## config.mk

```make
export PLATFORM = sky130hd
export DESIGN_NAME = ttbus_tx
export DESIGN_NICKNAME = d
export VERILOG_FILES = /design/src/rtl/ttbus_pkg.sv /design/src/rtl/ttbus_cnt.sv /design/src/rtl/ttbus_ser.sv /design/src/rtl/ttbus_sync.sv /design/src/rtl/ttbus_tx.sv
export SDC_FILE = /design/constraint.sdc
export NUM_CORES = 1
export LEC_CHECK = 0
export ABC_CLOCK_PERIOD_IN_PS = 3800
export BUFFER_PORTS_ARGS = -buffer_cell sky130_fd_sc_hd__buf_2
export CAP_MARGIN = 20
export CELL_PAD_IN_SITES_DETAIL_PLACEMENT = 1
export CELL_PAD_IN_SITES_GLOBAL_PLACEMENT = 2
export CORE_ASPECT_RATIO = 1.25
export CORE_UTILIZATION = 45
export CTS_BUF_LIST = sky130_fd_sc_hd__clkbuf_8
export DETAILED_ROUTE_END_ITERATION = 10
export GPL_ROUTABILITY_DRIVEN = 0
export PLACE_DENSITY = 0.87
export SETUP_SLACK_MARGIN = 0.02
export SLEW_MARGIN = 5
export SYNTH_ARGS = -nofsm -noshare
export SYNTH_HDL_FRONTEND = slang
export SYNTH_SLANG_ARGS = --single-unit
```

## constraint.sdc

```tcl
create_clock -name clk -period 3.8 [get_ports clk]
set_clock_uncertainty 0.1 [all_clocks]
set_input_delay 0.19 -clock clk [delete_from_list [all_inputs] [get_ports clk]]
set_output_delay 0.19 -clock clk [all_outputs]
set_load 0.005 [all_outputs]
```

## src/rtl/ttbus_pkg.sv

```systemverilog
package ttbus_pkg;
  localparam int BUS_W      = 8;
  localparam int LN_TRIG    = 0;
  localparam int LN_ECR     = 1;
  localparam int LN_BCR     = 2;
  localparam int LN_CAL     = 3;
  localparam int LN_IDMSG   = 4;
  localparam int LN_TTMSG   = 5;
  localparam int LN_SPARE   = 6;
  localparam int LN_UNUSED  = 7;
  localparam int N_CMD      = 4;
  localparam int EV_W_DEF   = 24;
  localparam int BC_W_DEF   = 12;
  localparam int TT_W_DEF   = 8;
  localparam int TT_RSV_DEF = 2;
endpackage

```

## src/rtl/ttbus_cnt.sv

```systemverilog
module ttbus_cnt #(
  parameter int EV_W      = 24,
  parameter int BC_W      = 12,
  parameter int ORBIT_LEN = 3564
) (
  input  logic            clk,
  input  logic            rst_n,
  input  logic            trig,
  input  logic            ecr,
  input  logic            bcr,
  output logic [EV_W-1:0] ev_tag,
  output logic [BC_W-1:0] bc_tag
);
  localparam logic [BC_W-1:0] BC_LAST = BC_W'(ORBIT_LEN - 1);

  logic [EV_W-1:0] ev_q;
  logic [BC_W-1:0] bc_q;

  always_ff @(posedge clk or negedge rst_n) begin
    if (!rst_n) begin
      ev_q <= '0;
      bc_q <= '0;
    end else begin
      if (ecr)       ev_q <= '0;
      else if (trig) ev_q <= ev_q + EV_W'(1);
      if (bcr || bc_q == BC_LAST) bc_q <= '0;
      else                        bc_q <= bc_q + BC_W'(1);
    end
  end

  assign ev_tag = ev_q;
  assign bc_tag = bc_q;


  bc_range_chk: assert property (@(posedge clk) disable iff (!rst_n) bc_q <= BC_LAST);

  bc_wrap_chk: assert property (@(posedge clk) disable iff (!rst_n)
    (bc_q == BC_LAST && !bcr) |=> bc_q == '0);

  ev_clear_chk: assert property (@(posedge clk) disable iff (!rst_n) ecr |=> ev_q == '0);

  ev_step_chk: assert property (@(posedge clk) disable iff (!rst_n)
    (trig && !ecr) |=> ev_q == $past(ev_q) + EV_W'(1));
endmodule

```

## src/rtl/ttbus_ser.sv

```systemverilog
module ttbus_ser #(
  parameter int DATA_W = 36
) (
  input  logic              clk,
  input  logic              rst_n,
  input  logic              push,
  input  logic [DATA_W-1:0] data,
  output logic              line,
  output logic              ovf
);
  localparam int FW = DATA_W + 1;
  localparam int RW = $clog2(FW + 1);

  logic [FW-1:0]     sr;
  logic [RW-1:0]     rem;
  logic              q_vld;
  logic [DATA_W-1:0] q_dat;
  logic              line_q;
  logic              ovf_q;
  logic              idle;

  assign idle = (rem == '0);

  always_ff @(posedge clk or negedge rst_n) begin
    if (!rst_n) begin
      sr     <= '0;
      rem    <= '0;
      q_vld  <= 1'b0;
      q_dat  <= '0;
      line_q <= 1'b0;
      ovf_q  <= 1'b0;
    end else begin
      ovf_q <= 1'b0;
      if (idle) begin
        line_q <= 1'b0;
        if (q_vld) begin
          sr    <= {q_dat, 1'b1};
          rem   <= RW'(FW);
          q_vld <= push;
          if (push) q_dat <= data;
        end else if (push) begin
          sr  <= {data, 1'b1};
          rem <= RW'(FW);
        end
      end else begin
        line_q <= sr[0];
        sr     <= sr >> 1;
        rem    <= rem - RW'(1);
        if (push) begin
          if (!q_vld) begin
            q_vld <= 1'b1;
            q_dat <= data;
          end else begin
            ovf_q <= 1'b1;
          end
        end
      end
    end
  end

  assign line = line_q;
  assign ovf  = ovf_q;


  start_gap_chk: assert property (@(posedge clk) disable iff (!rst_n)
    (idle && (q_vld || push)) |=> (line_q == 1'b0) ##1 (line_q == 1'b1));

  countdown_chk: assert property (@(posedge clk) disable iff (!rst_n)
    !idle |=> rem == $past(rem) - RW'(1));

  ovf_cause_chk: assert property (@(posedge clk) disable iff (!rst_n)
    ovf_q |-> ($past(q_vld) && $past(rem) != '0));
endmodule

```

## src/rtl/ttbus_sync.sv

```systemverilog
module ttbus_sync #(
  parameter int STAGES = 2
) (
  input  logic clk,
  input  logic rst_n,
  input  logic din,
  output logic dout
);
  logic [STAGES-1:0] ff;

  generate
    if (STAGES == 1) begin : g_one
      always_ff @(posedge clk or negedge rst_n) begin
        if (!rst_n) ff <= '1;
        else        ff <= din;
      end
    end else begin : g_chain
      always_ff @(posedge clk or negedge rst_n) begin
        if (!rst_n) ff <= '1;
        else        ff <= {ff[STAGES-2:0], din};
      end
    end
  endgenerate

  assign dout = ff[STAGES-1];
endmodule

```

## src/rtl/ttbus_tx.sv

```systemverilog
module ttbus_tx
  import ttbus_pkg::*;
#(
  parameter int ORBIT_LEN   = 3564,
  parameter int EV_W        = EV_W_DEF,
  parameter int BC_W        = BC_W_DEF,
  parameter int TT_W        = TT_W_DEF,
  parameter int TT_RSV_W    = TT_RSV_DEF,
  parameter int SYNC_STAGES = 2
) (
  input  logic             clk,
  input  logic             rst_n,
  input  logic             trig_req,
  input  logic [TT_W-1:0]  trig_type,
  input  logic             ecr_req,
  input  logic             bcr_req,
  input  logic             cal_req,
  input  logic             busy_n_async,
  output logic [BUS_W-1:0] bus_n,
  output logic             busy,
  output logic             q_overflow
);
  localparam int ID_W  = EV_W + BC_W;
  localparam int TTM_W = TT_W + TT_RSV_W;

  logic [EV_W-1:0]  ev_tag;
  logic [BC_W-1:0]  bc_tag;
  logic [ID_W-1:0]  id_data;
  logic [TTM_W-1:0] tt_data;
  logic             id_line, tt_line, id_ovf, tt_ovf;
  logic [N_CMD-1:0] cmd_q;
  logic             busy_n_s;

  ttbus_cnt #(.EV_W(EV_W), .BC_W(BC_W), .ORBIT_LEN(ORBIT_LEN)) u_cnt (
    .clk(clk), .rst_n(rst_n), .trig(trig_req), .ecr(ecr_req), .bcr(bcr_req),
    .ev_tag(ev_tag), .bc_tag(bc_tag)
  );

  assign id_data = {bc_tag, ev_tag};
  assign tt_data = {{TT_RSV_W{1'b0}}, trig_type};

  ttbus_ser #(.DATA_W(ID_W)) u_id_ser (
    .clk(clk), .rst_n(rst_n), .push(trig_req), .data(id_data),
    .line(id_line), .ovf(id_ovf)
  );

  ttbus_ser #(.DATA_W(TTM_W)) u_tt_ser (
    .clk(clk), .rst_n(rst_n), .push(trig_req), .data(tt_data),
    .line(tt_line), .ovf(tt_ovf)
  );

  ttbus_sync #(.STAGES(SYNC_STAGES)) u_busy_sync (
    .clk(clk), .rst_n(rst_n), .din(busy_n_async), .dout(busy_n_s)
  );

  always_ff @(posedge clk or negedge rst_n) begin
    if (!rst_n) cmd_q <= '0;
    else        cmd_q <= {cal_req, bcr_req, ecr_req, trig_req};
  end

  always_comb begin
    bus_n            = '1;
    bus_n[LN_TRIG]   = ~cmd_q[0];
    bus_n[LN_ECR]    = ~cmd_q[1];
    bus_n[LN_BCR]    = ~cmd_q[2];
    bus_n[LN_CAL]    = ~cmd_q[3];
    bus_n[LN_IDMSG]  = ~id_line;
    bus_n[LN_TTMSG]  = ~tt_line;
    bus_n[LN_SPARE]  = 1'b1;
    bus_n[LN_UNUSED] = 1'b1;
  end

  assign busy       = ~busy_n_s;
  assign q_overflow = id_ovf | tt_ovf;


  trig_strobe_chk: assert property (@(posedge clk) disable iff (!rst_n)
    !bus_n[LN_TRIG] |-> $past(trig_req));

  cal_strobe_chk: assert property (@(posedge clk) disable iff (!rst_n)
    !bus_n[LN_CAL] |-> $past(cal_req));

  ovf_trig_chk: assert property (@(posedge clk) disable iff (!rst_n)
    q_overflow |-> $past(trig_req));
endmodule

```

**After elaboration in Yosys (flattened, before gate mapping)**

Cells that the tools add are included.

- Register bits: 152
- Logic and storage cells: 83
- Bits of input ports: 15

- $add $sub $neg: 4
- Bitwise gates (word level): 8
- Reduce and logical (&&, ||, !) cells: 8
- Mux-type cells: 38
- Equal/unequal tests: 9

Operators with widths:

| operator | number |
|---|---|
| 36-bit two-way mux | 5 |
| 37-bit two-way mux | 3 |
| 10-bit two-way mux | 5 |
| 24-bit two-way mux | 2 |
| 11-bit two-way mux | 3 |
| 24-bit by 1-bit adder with 24-bit output, second input constant | 1 |
| 6-bit two-way mux | 3 |
| 1-bit two-way mux | 13 |
| 12-bit by 1-bit adder with 12-bit output, second input constant | 1 |
| 12-bit == test, second input constant | 1 |
| 12-bit two-way mux | 1 |
| 4-bit two-way mux | 3 |
| 2-bit inequality test, second input constant | 4 |
| 4-bit AND reduction | 2 |
| 1-bit NOT | 7 |
| 6-bit zero test | 1 |
| 3-bit by 2-bit inequality test with 1-bit output, second input constant | 2 |
| 2-bit nonzero test | 3 |
| 6-bit by 1-bit subtractor with 6-bit output, second input constant | 1 |
| 4-bit zero test | 1 |
| 2-bit by 1-bit inequality test with 1-bit output, second input constant | 2 |
| 4-bit by 1-bit subtractor with 4-bit output, second input constant | 1 |
| 1-bit logical OR | 1 |
| 1-bit bitwise OR | 1 |

**Longest topological paths before layout**

- Depth in word-level cells: 3
- Gate-level depth with buffers: 8

**Modules after synthesis**

A second synthesis with hierarchy kept.

- Cell total of the unflattened synthesis: 653
- Area, all modules: 7282.0 um2

Modules (own cells, without submodules):

| module | sequential area each (um2) | instances | area each (um2) | cells each |
|---|---|---|---|---|
| ttbus_ser at u_id_ser | 2052.0 | 1 | 3913.8 | 358 |
| ttbus_cnt | 900.9 | 1 | 1803.0 | 179 |
| ttbus_ser at u_tt_ser | 700.7 | 1 | 1357.6 | 98 |
| ttbus_tx | 100.1 | 1 | 155.1 | 16 |
| ttbus_sync | 52.6 | 1 | 52.6 | 2 |

**Worst setup path after synthesis**

No wires, ideal clock.

- Path type: register to register
- Start: register u_tt_ser.rem[0]
- End: register u_tt_ser.rem[1]
- Buffers on the path: 2
- Setup time: 126 ps
- Path slack: 1771 ps
- Cell stages (with the launch flop): 8
- Data required time: 3574 ps
- Data arrival time: 1803 ps
- Cells stage by stage: dfrtp_1 inv_1 ha_1 or3b_2 buf_2 nor3_2 buf_4 o21ai_0

- Longest elaborated chain between the ends: 2

Ends and longest elaborated chain:

| item | RTL line | RTL |
|---|---|---|
| start: declaration | ttbus_ser.sv:15 | `logic [RW-1:0] rem;` |
| start signal: assignment | ttbus_ser.sv:38 | `rem <= RW'(FW);` |
| start signal: assignment | ttbus_ser.sv:43 | `rem <= RW'(FW);` |
| start signal: assignment | ttbus_ser.sv:48 | `rem <= rem - RW'(1);` |
| 4-bit by 1-bit subtractor with 4-bit output / 4-bit zero test (equally long branches) | ttbus_ser.sv:48, ttbus_ser.sv:22 |  |
| 4-bit two-way mux / 3-bit by 2-bit inequality test with 1-bit output (equally long branches) | - |  |

Several ways; a longest one is shown, not always the timed one.
A chain may end at the register's enable or synchronous reset.

**Final worst setup path**

- Start: register u_id_ser.rem[3]
- End: register u_id_ser.q_dat[3]

- Longest elaborated chain between the ends: 3

Ends and longest elaborated chain:

| item | RTL line | RTL |
|---|---|---|
| start: declaration | ttbus_ser.sv:15 |  |
| start signal: assignment | ttbus_ser.sv:38 |  |
| start signal: assignment | ttbus_ser.sv:43 |  |
| start signal: assignment | ttbus_ser.sv:48 |  |
| 6-bit zero test (*) | ttbus_ser.sv:22 | `assign idle = (rem == '0);` |
| 2-bit by 1-bit inequality test with 1-bit output (no line), or another cell as far along | - |  |
| 4-bit AND reduction (no line) | - |  |
| end signal: assignment | ttbus_ser.sv:40 | `if (push) q_dat <= data;` |
| end signal: assignment | ttbus_ser.sv:52 | `q_dat <= data;` |
| end: declaration | ttbus_ser.sv:17 | `logic [DATA_W-1:0] q_dat;` |

Every way passes the cells marked *; elsewhere a longest branch is shown, timed or not.

==> metrics.md <==
| Metric | Value |
|---|---|
| Max clock buf depth | 2 |
| Vias in the first global route | 5179 |
| Placed wire-length estimate | 9810 um |
| Signed area change from the synthesized netlist to the final layout | 10.6% |
| Reg2reg path depth | 5 |
| Most frequent cells in the layout | dfrtp_1 (145), a21oi_1 (60), nand2_1 (57) |
| Worst path cell trace | or3_4 > o21ai_0 > and3b_2 > buf_4 > mux2_2 |
| Height of the die | between 100 and 150 um |
| Floorplan core area | 15100 um2 |
| Area of the multi-input gates | 3040 um2 |
| Via count | roughly 4800 |
| Largest delay share family, worst path | simple AND/OR/NAND/NOR gates |
| Number of slew-limit violations in the final report | 0 |
| Remaining routing DRC violations | 0 |
| Synthesized flop and latch total | between 100 and 150 |
| Number of flops mapped to enable cells by yosys | 0 |
| GRT overflow | 0 |
| Delay of the slowest cell on the worst path | 0.60 ns |
| Worst ir drop on vdd | 276 uV |
| Origin of the critical flop-to-flop path | u_id_ser.rem[3] |
| Total number of yosys warnings | 0 |
| Width of the die | 114 um |
| Most frequent standard cell in the layout excluding fill and tap cells | dfrtp_1 |
| Hold Crit Start | ecr_req |
| Setup Buffers After CTS | 0 |
| # Max-Cap Violations | 0 |
| Critical path's slowest cell | or3_4 |
| CTS Buf Count | 17 |
| Synthesized area per cell | approximately 11 um2 |
| Share of synthesized flip-flops with an asynchronous set or reset | 100% |
| Final period demand of the worst path | about 2.8 ns |
| Clock tree from TritonCTS | yes |
| Worst Setup End Kind | flop |
| Resized cells post-CTS | 0 |
| Via count normalized by instance count | 5.40 |
| Main synth FF type | dfrtp_1 |
| Count of endpoints failing hold in the final timing report | 0 |
| Final cycle utilization of the critical path | 74.0% |
| Number of placed instances with taps included | 853 |
| Setup repair after global routing missed its margin | false |
| Netlist Area Pre-Place | approximately 7000 um2 |
| Maximum number of pins on one net before global-route repair | 105 |
| Final sum of negative setup slack | 0 ns |
| Number of violations reported at the end of detailed-routing iteration 0 | 228 |
| Pwr dens | 552 nW/um2 |
| WHS Path Cells | 1 |
| Cell row count | 50 |
| Tightest Pin Transition | 0.980 ns |
| Upper clock frequency limit | ~360 MHz |
| Count of distinct cell types in the synthesized netlist | 49 |
| Average detailed-routed wire length per instance | 16.6 um |
| Effective utilization at floorplan | 46.4% |
| Post-Synthesis Cells | 660 |
| Run status | complete, no violations |
| IO Port Bufs | 22 |
| Max_slew headroom | 34.7% |
| R2R Path End | u_id_ser.q_dat[3] |
| Arrival time at the worst endpoint | 3.04 ns |
| H-tree levels | 4 |
| Dominant cell type by area after synthesis | dfrtp_1 |
| Worst-path clk slew | 0.07 ns |
| FF+latch area | between 3000 and 4000 um2 |
| Type of the most critical hold path | primary input to flop |
| Global-route wire length before repair | between 20000 and 30000 um |
| Synth top area cells | dfrtp_1 (52%), mux2i_1 (6.7%), mux2_4 (6.4%), a21oi_1 (4.3%), o21ai_0 (3.8%) |
| Type of the worst setup path | flop to flop |
| First-pass iteration count of the detailed router | 4 |
| Fraction of layout instances using a drive strength above 1 | 16.7% |
| Count of fill cells added during filler insertion | ~1700 |
| Smallest hold slack | 0.0341 ns |
| Post-Layout Cell Count | 896 |
| Clk Latency, worst-skew pair | about 0.45 ns |
| Maximum fanout along the worst path | 40 |
| Antenna-violating nets left | 0 |
| Net total in the final layout | 697 |
| Top Ports | 25 |
| Worst path required time | 4.03 ns |
| Hold-fix buffers at CTS | 13 |
| Clock Root Buffer | clkbuf_8 |
| Total Die Area | 16100 um2 |
| # setup viols final | 0 |
| Tot GR Track Use | around a fifth |
| Total buffers and inverters traversed by the critical path | 1 |
| Detailed Route WL | 14900 um |
| Number of antenna repair diodes | 0 |
| End point of the worst hold path | cmd_q[1] |
| Seq/Total Area, Yosys | 52.7% |
| PnR Total Power | 4290 uW |
| Number of clock sinks | 148 |
| Fraction of post-synthesis cell area in the top cell type by area | 52.0% |
| Leakage component of the power | 0.00359 uW |
| CP startpoint kind | flop |
| Initial antenna violation count | 0 |
| Setup slack on the worst flop-to-flop path | 0.99 ns |
==> how the worst max path moves through the flow <==
stage / from / endpoint / slack (ns) / cells after the start
4_1_cts: u_id_ser.rem[3] / u_id_ser.q_dat[3] / 0.98 / 5
3_5_place_dp: u_id_ser.rem[3] / u_id_ser.q_dat[3] / 1.0 / 5
5_1_grt: u_id_ser.rem[3] / u_id_ser.q_dat[4] / 0.84 / 5
3_3_place_gp: u_id_ser.rem[3] / u_id_ser.q_dat[0] / 1.07 / 5
2_1_floorplan: u_tt_ser.rem[0] / u_tt_ser.rem[1] / 1.77 / 7
6_report: u_id_ser.rem[3] / u_id_ser.q_dat[3] / 0.99 / 5
==> worst register-to-register path: stages, from the launching register on <==
cell and delay, ns:
dfrtp_1 0.42, or3_4 0.60, o21ai_0 0.22, and3b_2 0.48
buf_4 0.47, mux2_2 0.40
==> state kept, by name, indices dropped and copies added (netlist names) <==
register,count
u_tt_ser.line,1
u_tt_ser.sr,9
u_id_ser.ovf,1
u_id_ser.line,1
u_tt_ser.rem,4
u_id_ser.rem,6
u_tt_ser.ovf,1
u_cnt.bc_tag,12
u_busy_sync.ff,2
u_id_ser.sr,37
u_tt_ser.q_vld,1
u_cnt.ev_tag,24
cmd_q,4
u_tt_ser.q_dat,8
u_id_ser.q_dat,36
u_id_ser.q_vld,1
==> synthesized netlist by cell type (all sizes together), types with 2 or more instances <==
cell    instances
nand4          13
or3            10
nor3           42
buf            21
and4            7
mux2i          47
or4             3
nor2           45
xnor2           9
nand2          57
a21oi          60
ha              5
clkbuf         24
or2             4
inv            17
xor2           14
dfrtp         146
maj3            2
nor4            2
dfstp           2
and3            3
o31ai           3
o21ai          55
nand3          11
mux2           44
==> per-stage QoR <==
step	setup WS (ns)	instance area, um2	utilization [%]
after floorplan	1.77	7040	-
after global placement	1.07	7240	47.8
after detailed placement	0.999	7240	47.8
after CTS	0.976	7780	51.4
after global routing	0.837	7780	51.4
final	0.988	7780	51.4
==> cell families after synthesis <==
| group | Yosys count | share of synthesized area, % |
|---|---|---|
| AND/OR/NAND/NOR | 203 | 14.1 |
| flip-flops | 148 | 52.7 |
| AO/OA/AOI/OAI | 125 | 9.40 |
| multiplexers | 91 | 15.3 |
| buffers and inverters | 62 | 4.31 |
| XOR/XNOR | 23 | 2.86 |
| adder cells (fa/ha/maj) | 7 | 1.19 |
| other | 1 | 0.0533 |
==> power breakdown <==
part           internal [uW]  total, uW  switching (uW)  leakage (uW)
Combinational            414        988             574       0.00140
Sequential              1850       2040             182       0.00199
Clock                    689       1270             580      0.000205
==> area by class of cell <==
class	count	area share, %
repair buffers	42	3.85
flip-flops and latches	148	47.7
well taps	208	3.35
clock inverters	10	1.72
clock buffers	20	3.54
inverters	17	0.821
multi-input cells	451	39.1
==> routing by layer <==
metal	track usage [%]	wire, um	vias to the layer above
met2	35.3	7760	38
met3	4.10	272	18
li1	-	-	2331
met1	24.8	6590	2453
met4	8.61	272	0
met5	0	0	-
(Power assumes the default switching activity.)
